===== config.mk =====
export PLATFORM = sky130hd
export DESIGN_NAME = nslope_detector
export DESIGN_NICKNAME = d
export VERILOG_FILES = /design/src/rtl/nslope_pkg.sv /design/src/rtl/nslope_pulse_cnt.sv /design/src/rtl/nslope_arm_timer.sv /design/src/rtl/nslope_peak_trk.sv /design/src/rtl/nslope_detector.sv
export SDC_FILE = /design/constraint.sdc
export NUM_CORES = 1
export LEC_CHECK = 0
export BUFFER_PORTS_ARGS = -buffer_cell sky130_fd_sc_hd__buf_4
export CORE_UTILIZATION = 25
export CTS_CLUSTER_SIZE = 24
export DETAILED_ROUTE_END_ITERATION = 10
export GPL_ROUTABILITY_DRIVEN = 0
export SLEW_MARGIN = 20
export SYNTH_ARGS = -nofsm -noshare
export SYNTH_HDL_FRONTEND = slang
export SYNTH_HIERARCHICAL = 1
export SYNTH_SLANG_ARGS = --single-unit
export TNS_END_PERCENT = 10

===== constraint.sdc =====
create_clock -name clk_i -period 3.11 [get_ports clk_i]
set_clock_uncertainty 0.2 [all_clocks]
set_input_delay 0.4665 -clock clk_i [delete_from_list [all_inputs] [get_ports clk_i]]
set_output_delay 0.4665 -clock clk_i [all_outputs]
set_load 0.02 [all_outputs]

===== src/rtl/nslope_pkg.sv =====
package nslope_pkg;
  localparam int unsigned CNT_W_DEF    = 10;
  localparam int unsigned DROP_MIN_DEF = 2;
  localparam int unsigned EVENTS_DEF   = 2;

  typedef enum logic [1:0] {
    SMP_LOAD = 2'd0,
    SMP_RISE = 2'd1,
    SMP_DROP = 2'd2,
    SMP_FLAT = 2'd3
  } smp_kind_e;
endpackage


===== src/rtl/nslope_pulse_cnt.sv =====
module nslope_pulse_cnt #(
  parameter int unsigned CNT_W = 10
) (
  input  logic             clk_i,
  input  logic             rst_ni,
  input  logic             clr_i,
  input  logic             gate_i,
  input  logic             pulse_i,
  input  logic             convert_i,
  output logic [CNT_W-1:0] cnt_o
);
  localparam logic [CNT_W-1:0] CNT_MAX = '1;

  logic [CNT_W-1:0] cnt_q;

  always_ff @(posedge clk_i or negedge rst_ni) begin
    if (!rst_ni)                                   cnt_q <= '0;
    else if (clr_i || convert_i)                   cnt_q <= '0;
    else if (gate_i && pulse_i && cnt_q != CNT_MAX) cnt_q <= cnt_q + 1'b1;
  end

  assign cnt_o = cnt_q;


  no_count_outside_gate_chk: assert property (@(posedge clk_i) disable iff (!rst_ni)
    (!gate_i && !convert_i && !clr_i) |=> $stable(cnt_q));


  cnt_saturate_chk: assert property (@(posedge clk_i) disable iff (!rst_ni)
    (cnt_q == CNT_MAX && !convert_i && !clr_i) |=> cnt_q == CNT_MAX);
endmodule


===== src/rtl/nslope_arm_timer.sv =====
module nslope_arm_timer #(
  parameter int unsigned START_CYC    = 24,
  parameter int unsigned HOLD_SAMPLES = 3
) (
  input  logic clk_i,
  input  logic rst_ni,
  input  logic clr_i,
  input  logic sample_i,
  output logic armed_o,
  output logic hold_done_o
);
  localparam int unsigned SW = (START_CYC < 1) ? 1 : $clog2(START_CYC + 1);
  localparam int unsigned HW = (HOLD_SAMPLES < 1) ? 1 : $clog2(HOLD_SAMPLES + 1);
  localparam logic [SW-1:0] START_LIM = SW'(START_CYC);
  localparam logic [HW-1:0] HOLD_LIM  = HW'(HOLD_SAMPLES);

  logic [SW-1:0] start_q;
  logic [HW-1:0] hold_q;

  always_ff @(posedge clk_i or negedge rst_ni) begin
    if (!rst_ni)                 start_q <= '0;
    else if (clr_i)              start_q <= '0;
    else if (start_q != START_LIM) start_q <= start_q + 1'b1;
  end

  always_ff @(posedge clk_i or negedge rst_ni) begin
    if (!rst_ni)                          hold_q <= '0;
    else if (clr_i)                       hold_q <= '0;
    else if (sample_i && hold_q != HOLD_LIM) hold_q <= hold_q + 1'b1;
  end

  assign armed_o     = (start_q == START_LIM);
  assign hold_done_o = (hold_q == HOLD_LIM);


  clear_disarms_chk: assert property (@(posedge clk_i) disable iff (!rst_ni)
    clr_i |=> (hold_q == '0) && (start_q == '0));


  hold_sticky_chk: assert property (@(posedge clk_i) disable iff (!rst_ni)
    (hold_done_o && !clr_i) |=> hold_done_o);
endmodule


===== src/rtl/nslope_peak_trk.sv =====
module nslope_peak_trk
  import nslope_pkg::*;
#(
  parameter int unsigned CNT_W    = 10,
  parameter int unsigned DROP_MIN = 2,
  parameter int unsigned EVENTS   = 2
) (
  input  logic             clk_i,
  input  logic             rst_ni,
  input  logic             clr_i,
  input  logic             eval_i,
  input  logic [CNT_W-1:0] sample_i,
  output logic             event_o
);
  localparam int unsigned EW = (EVENTS < 1) ? 1 : $clog2(EVENTS + 1);
  localparam logic [EW-1:0]    RUN_MAX  = EW'(EVENTS);
  localparam logic [EW-1:0]    RUN_FIRE = EW'(EVENTS - 1);
  localparam logic [CNT_W-1:0] DIP_MIN  = CNT_W'(DROP_MIN);

  logic [CNT_W-1:0] peak_q;
  logic             vld_q;
  logic [EW-1:0]    run_q;
  smp_kind_e        kind;

  always_comb begin
    if (!vld_q)                             kind = SMP_LOAD;
    else if (sample_i > peak_q)             kind = SMP_RISE;
    else if ((peak_q - sample_i) >= DIP_MIN) kind = SMP_DROP;
    else                                    kind = SMP_FLAT;
  end

  always_ff @(posedge clk_i or negedge rst_ni) begin
    if (!rst_ni) begin
      peak_q <= '0;
      vld_q  <= 1'b0;
      run_q  <= '0;
    end else if (clr_i) begin
      peak_q <= '0;
      vld_q  <= 1'b0;
      run_q  <= '0;
    end else if (eval_i) begin
      unique case (kind)
        SMP_LOAD, SMP_RISE: begin
          peak_q <= sample_i;
          vld_q  <= 1'b1;
          run_q  <= '0;
        end
        SMP_DROP: if (run_q != RUN_MAX) run_q <= run_q + 1'b1;
        default:  run_q <= '0;
      endcase
    end
  end

  assign event_o = eval_i && (kind == SMP_DROP) && (run_q >= RUN_FIRE);


  peak_ratchet_chk: assert property (@(posedge clk_i) disable iff (!rst_ni)
    (vld_q && !clr_i) |=> peak_q >= $past(peak_q));


  flat_clears_run_chk: assert property (@(posedge clk_i) disable iff (!rst_ni)
    (eval_i && !clr_i && kind == SMP_FLAT) |=> run_q == '0);


  event_needs_dip_chk: assert property (@(posedge clk_i) disable iff (!rst_ni)
    event_o |-> (vld_q && (sample_i + DIP_MIN <= peak_q)));
endmodule


===== src/rtl/nslope_detector.sv =====
module nslope_detector
  import nslope_pkg::*;
#(
  parameter int unsigned CNT_W        = CNT_W_DEF,
  parameter int unsigned START_CYC    = 24,
  parameter int unsigned HOLD_SAMPLES = 3,
  parameter int unsigned DROP_MIN     = DROP_MIN_DEF,
  parameter int unsigned EVENTS       = EVENTS_DEF
) (
  input  logic clk_i,
  input  logic rst_ni,
  input  logic pulse_i,
  input  logic gate_i,
  input  logic convert_i,
  input  logic fast_i,
  input  logic sense_low_i,
  output logic full_o
);
  logic [CNT_W-1:0] cnt;
  logic             armed, hold_done, eval, det_clr, drop_event;
  logic             full_q;

  assign det_clr = sense_low_i || !fast_i;
  assign eval    = convert_i && armed && !det_clr;

  nslope_pulse_cnt #(.CNT_W(CNT_W)) u_cnt (
    .clk_i    (clk_i),
    .rst_ni   (rst_ni),
    .clr_i    (sense_low_i),
    .gate_i   (gate_i),
    .pulse_i  (pulse_i),
    .convert_i(convert_i),
    .cnt_o    (cnt)
  );

  nslope_arm_timer #(.START_CYC(START_CYC), .HOLD_SAMPLES(HOLD_SAMPLES)) u_arm (
    .clk_i      (clk_i),
    .rst_ni     (rst_ni),
    .clr_i      (det_clr),
    .sample_i   (eval),
    .armed_o    (armed),
    .hold_done_o(hold_done)
  );

  nslope_peak_trk #(.CNT_W(CNT_W), .DROP_MIN(DROP_MIN), .EVENTS(EVENTS)) u_peak (
    .clk_i   (clk_i),
    .rst_ni  (rst_ni),
    .clr_i   (det_clr),
    .eval_i  (eval),
    .sample_i(cnt),
    .event_o (drop_event)
  );

  always_ff @(posedge clk_i or negedge rst_ni) begin
    if (!rst_ni)                       full_q <= 1'b0;
    else if (sense_low_i)              full_q <= 1'b0;
    else if (drop_event && hold_done)  full_q <= 1'b1;
  end

  assign full_o = full_q;


  full_latched_chk: assert property (@(posedge clk_i) disable iff (!rst_ni)
    (full_q && !sense_low_i) |=> full_q);


  full_after_hold_chk: assert property (@(posedge clk_i) disable iff (!rst_ni)
    $rose(full_q) |-> $past(hold_done && convert_i && fast_i));


  sense_low_clears_chk: assert property (@(posedge clk_i) disable iff (!rst_ni)
    sense_low_i |=> !full_q);


  fast_gate_chk: assert property (@(posedge clk_i) disable iff (!rst_ni)
    !fast_i |=> $stable(full_q) || !full_q);
endmodule


After elaboration in Yosys (flattened, before gate mapping)
Cells that the tools add are included.

storage, ports and cells
  flip-flop bits (word level) = 31
  input port bits = 7
  output and inout port bits = 1
  logic and storage cells = 67

operators by class
  add/subtract/negate cells = 5
  $lt $le $gt $ge = 3
  eq/ne operators = 9
  mux-type cells = 21
  reduce and logical (&&, ||, !) cells = 22

operator list
  operator               count
  $mux 10                5
  $mux 2                 8
  $reduce_bool 2->1      6
  $add 10x1->10 const B  1
  $ge 10x2->1 const B    1
  $gt 10x10->1           1
  $mux 5                 2
  $ne 10x10->1 const B   1
  $sub 10x10->10         1
  $logic_and 1x1->1      8
  $mux 1                 6
  $add 5x1->5 const B    1
  $eq 5x5->1 const B     1
  $ne 5x5->1 const B     1
  $add 2x1->2 const B    2
  $eq 2x2->1 const B     2
  $ne 2x2->1 const B     2
  $reduce_and 2->1       2
  $ne 3x2->1 const B     1
  $eq 2x1->1 const B     1
  $ge 2x1->1 const B     1
  $logic_not 1->1        2
  $logic_not 2->1        1
  $logic_or 1x1->1       2
  $reduce_or 2->1        1

Logic depth before layout (Yosys ltp)
  word-level depth = 11
  gate-level depth with buffers = 12
  gate-level depth less buffers = 11

Modules after synthesis
Netlist, hierarchy kept.

modules (own cells, without submodules)
  module            instances  cells an instance  area an instance (sq um)
  nslope_peak_trk   1          137                1181.1
  nslope_pulse_cnt  1          62                 593.1
  nslope_arm_timer  1          34                 372.9
  nslope_detector   1          6                  57.6

Worst setup path after synthesis
No wires, ideal clock.

  path type = flip-flop to flip-flop
  start point = register u_cnt.cnt_q[4], in the netlist u_cnt/cnt_o[4]
  end point = register full_q, in the netlist full_o
  setup time = 0.118 ns
  arrival = 2.256 ns
  data required time = 2.792 ns
  slack = 0.536 ns
  stages on the path, launching flop included = 11
  path buffers = 0
  period minus slack after synthesis = 2.574 ns
  path through = dfrtp_1 > inv_1 > ha_1 > a21o_1 > a211o_1 > a221oi_1 > o211ai_1 > nor4b_4 > nor4b_1 > a21oi_1 > nor2_1

on the way
  longest elaborated chain between the ends = 10
  elaborated cells on any way between the ends = 11
  those cells by class = add/sub: 1; order compare: 2; eq/ne: 1; mux: 3; reduce/logical: 4

RTL lines
  what                                  line                    RTL
  start, declared                       nslope_pulse_cnt.sv:14  logic [CNT_W-1:0] cnt_q;
  start signal, assigned                nslope_pulse_cnt.sv:19  else if (gate_i && pulse_i && cnt_q != CNT_MAX) cnt_q <= cnt_q + 1'b1;
  $sub 10x10->10                        nslope_peak_trk.sv:28   else if ((peak_q - sample_i) >= DIP_MIN) kind = SMP_DROP;
  $ge 10x2->1                           nslope_peak_trk.sv:28
  $mux 1                                nslope_peak_trk.sv:28
  $mux 2 *                              nslope_peak_trk.sv:27   else if (sample_i > peak_q) kind = SMP_RISE;
  $mux 2 *                              nslope_peak_trk.sv:26   if (!vld_q) kind = SMP_LOAD;
  $eq 2x2->1 *                          nslope_peak_trk.sv:54   assign event_o = eval_i && (kind == SMP_DROP) && (run_q >= RUN_FIRE);
  $logic_and 1x1->1 * (2 in series)     nslope_peak_trk.sv:54
  net drop_event                        nslope_detector.sv:20   logic armed, hold_done, eval, det_clr, drop_event;
  $logic_and 1x1->1 *                   nslope_detector.sv:57   else if (drop_event && hold_done) full_q <= 1'b1;
  $reduce_bool 2->1 (no source line) *  n/a
  end signal, assigned                  nslope_detector.sv:55   if (!rst_ni) full_q <= 1'b0;
  end signal, assigned                  nslope_detector.sv:56   else if (sense_low_i) full_q <= 1'b0;
  end signal, assigned                  nslope_detector.sv:57
  end, declared                         nslope_detector.sv:21   logic full_q;

Mark *: on every way through the listed nets, which the timed path passes. The rest lies on a longest branch.
A chain may end at the register's enable or synchronous reset.

Worst setup path in the final report
Ends and elaborated chain as after synthesis.

==> metrics <==
Worst VDD drop=226 µV; first-pass GRT wire length=8370 µm; worst-path cell chain=inv_1 -> ha_1 -> a21o_1 -> a211o_1 -> a221oi_1 -> o211ai_1 -> nor4b_4 -> nor4b_1 -> a21oi_1 -> nor2_1; htree depth=2; register cell area after layout=776 µm²; Vias/cell=4.92; status=finished, final reports clean; YS warnings=6; main flop type after synthesis=dfrtp_1; Post-synth EDFFs=0; pre-CTS setup slack=0.198 ns; CP Capture Type=flop; CP Depth=10; Post-Syn Area=2200 µm²; clock slew seen by the registers of the worst setup and hold paths=0.07 ns; final wirelength=4770 µm; min-delay src=sense_low_i; multiplexer share of the synthesized area=0.0227; initial DRC count=108; synthesis-to-finish area growth=13.4%; initial antenna violation count=0; Cells on Worst Hold Path=2; f_max=343 MHz; ys async rst share=1.00; Worst-Skew Late Latency=0.29 ns; R2R setup slack=0.20 ns; die height=95.9 µm; clk sinks=31; CTS Buffer Depth=2; pwr/cell area=329 nW/µm²; IO buf count=7; setup TNS=0 ns; drt pass-1 iters=4; min Tclk post-route=2.91 ns; largest net degree at the start of global routing=34; syn_nets=263; FF+latch count, synth=31; Max-slew headroom=0.723; critical path class=flop to flop; Global Route Usage Sum=0.118; area of the multi-input gates=1300 µm²; worst setup path end=full_o$_DFFE_PN0P_; Synth Area in XOR/XNOR=0.0358; commonest non-fill, non-tap cell in the layout=dfrtp_1; crit-path max FO=8; IO Count=8; share of layout cells above drive strength 1=0.142; data required time at the worst endpoint=3.09 ns; Detail Route Antenna Nets=0; RSZ-0062 raised after global routing=no; average cell area after synthesis=9.22 µm²; CP delay by family, top=compound AO/OA/AOI/OAI gates; synth unique cells=55; Worst R2R Start=u_cnt/cnt_o[4]$_DFFE_PN0P_; Worst Setup SP=u_cnt/cnt_o[4]$_DFFE_PN0P_; post-route setup slack=0.195 ns; Congestion Overflow GR=0; core outline area=8380 µm²; number of global-route vias before repair=1761; R2R depth=10; Worst Path Buf+Inv=1; CTS Buf Count=5; fin nets=276; Max-Cap Viols=0; Clock Tree Root=clkbuf_8; detailed placer's ending HPWL=3480 µm; largest family of logic cells by synthesized area=simple AND/OR/NAND/NOR gates; Synth top area share=0.352; register area share after synthesis=0.352; leakage=0.00105 µW; Crit-path slowest cell=dfrtp_1; Die ar.=9200 µm²; Syn Inst Count=239; Synth Area in Compound Gates=0.171; Critical Path AT=2.89 ns; RR Endpoint=full_o$_DFFE_PN0P_; worst slew pin tran=0.415 ns; Tcrit/Tclk final=0.937; filler cell count=876; initial cell density of the core=0.263; Slew Limit Fails=0; Synth Area in Adders=0.0999; Hold Path Class=primary input to flop; Avg WL per Cell=13.3 µm; post-synthesis simple-gate area fraction=0.259; antenna cells=0; via count=1762; commonest non-fill, non-tap cells in the layout=dfrtp_1 (31), inv_1 (22), nor2_1 (20); top post-synthesis cells by area=dfrtp_1 (35%), ha_1 (9.1%), o21ai_0 (4.1%); residual DRC count=0; CTS tree=yes; final hold vios=0; startpoint type of the worst setup path=flop; number of placement rows=33; Die W=95.9 µm; Setup-failing EPs final=0; slowest stage delay, CP=0.47 ns; leading area contributor after synthesis=dfrtp_1
[state kept, by name, indices dropped and copies added (netlist names)]
register	flops
u_arm/start_q	5
u_arm/hold_q	2
u_cnt/cnt_o	10
u_peak/vld_q	1
u_peak/run_q	2
full_o	1
u_peak/peak_q	10
[power by group]
part	total, µW	switching (µW)	internal (µW)
clock	352	151	202
sequential	407	1.98	405
combinational	62.6	36.1	26.6
[metrics by stage]
stage                     cell area (µm²)  utilization  total power [µW]  hold slack (ns)  instances
after global routing                 2500        0.298               860            0.176        358
after global placement               2390        0.285               476            0.234        349
after floorplan                      2200            -               453          -0.0291        239
after CTS                            2500        0.298               840            0.163        358
after detailed placement             2390        0.285               477            0.235        349
final                                2500        0.298               822            0.176        358
[final cells by class]
type / count / area share
Inverter: 23 / 0.0345
Clock buffer: 8 / 0.0400
Tap cell: 105 / 0.0526
Timing Repair Buffer: 14 / 0.0430
Multi-Input combinational cell: 177 / 0.520
Sequential cell: 31 / 0.310
[what timing repair did]
action	4_1_cts	5_1_grt
endpoints found under the setup margin	0	4
endpoints found under the hold margin	31	0
resized for setup	0	1
hold buffers	1	0
setup buffers	0	0
[synth_stat cells (2+ instances only)]
cell       number
or3_1           2
nor2b_1         2
o21ai_0        18
xnor2_1         4
a21boi_0        2
inv_1          22
o32ai_1         2
nand3_1         5
nand2_1        13
o2111ai_1       2
xor2_1          5
nand4_1         3
o211ai_1        3
clkbuf_1        5
a21oi_1        12
nand4b_1       10
mux2i_1         5
ha_1           16
nor3_1          6
nand2b_1        9
a21o_1          2
a21oi_2         2
and2_1          2
dfrtp_1        31
o31ai_1         2
nor2_1         20
nand2b_4        2
buf_4           2
and4_1          3
a31o_1          2
[routing by layer]
layer,vias up,global-route usage,routed length [µm]
li1,881,-,-
met3,11,0.0213,144
met4,0,0.0609,119
met1,841,0.157,2340
met5,-,0,0
met2,29,0.182,2170
[kinds of logic after synthesis]
| group | count (synthesis) |
|---|---|
| flip-flops | 31 |
| multiplexers | 5 |
| AND/OR/NAND/NOR | 89 |
| XOR/XNOR | 9 |
| buffers and inverters | 31 |
| AO/OA/AOI/OAI | 57 |
| adder cells (fa/ha/maj) | 17 |
[worst min path at each step]
stage                                    to  slack, ns
2_1_floorplan            full_o$_DFFE_PN0P_      -0.03
3_3_place_gp   u_peak/peak_q[8]$_DFFE_PN0P_       0.23
3_5_place_dp   u_peak/peak_q[7]$_DFFE_PN0P_       0.23
4_1_cts                  full_o$_DFFE_PN0P_       0.16
5_1_grt                  full_o$_DFFE_PN0P_       0.18
6_report                 full_o$_DFFE_PN0P_       0.18
(Power assumes the default switching activity.)
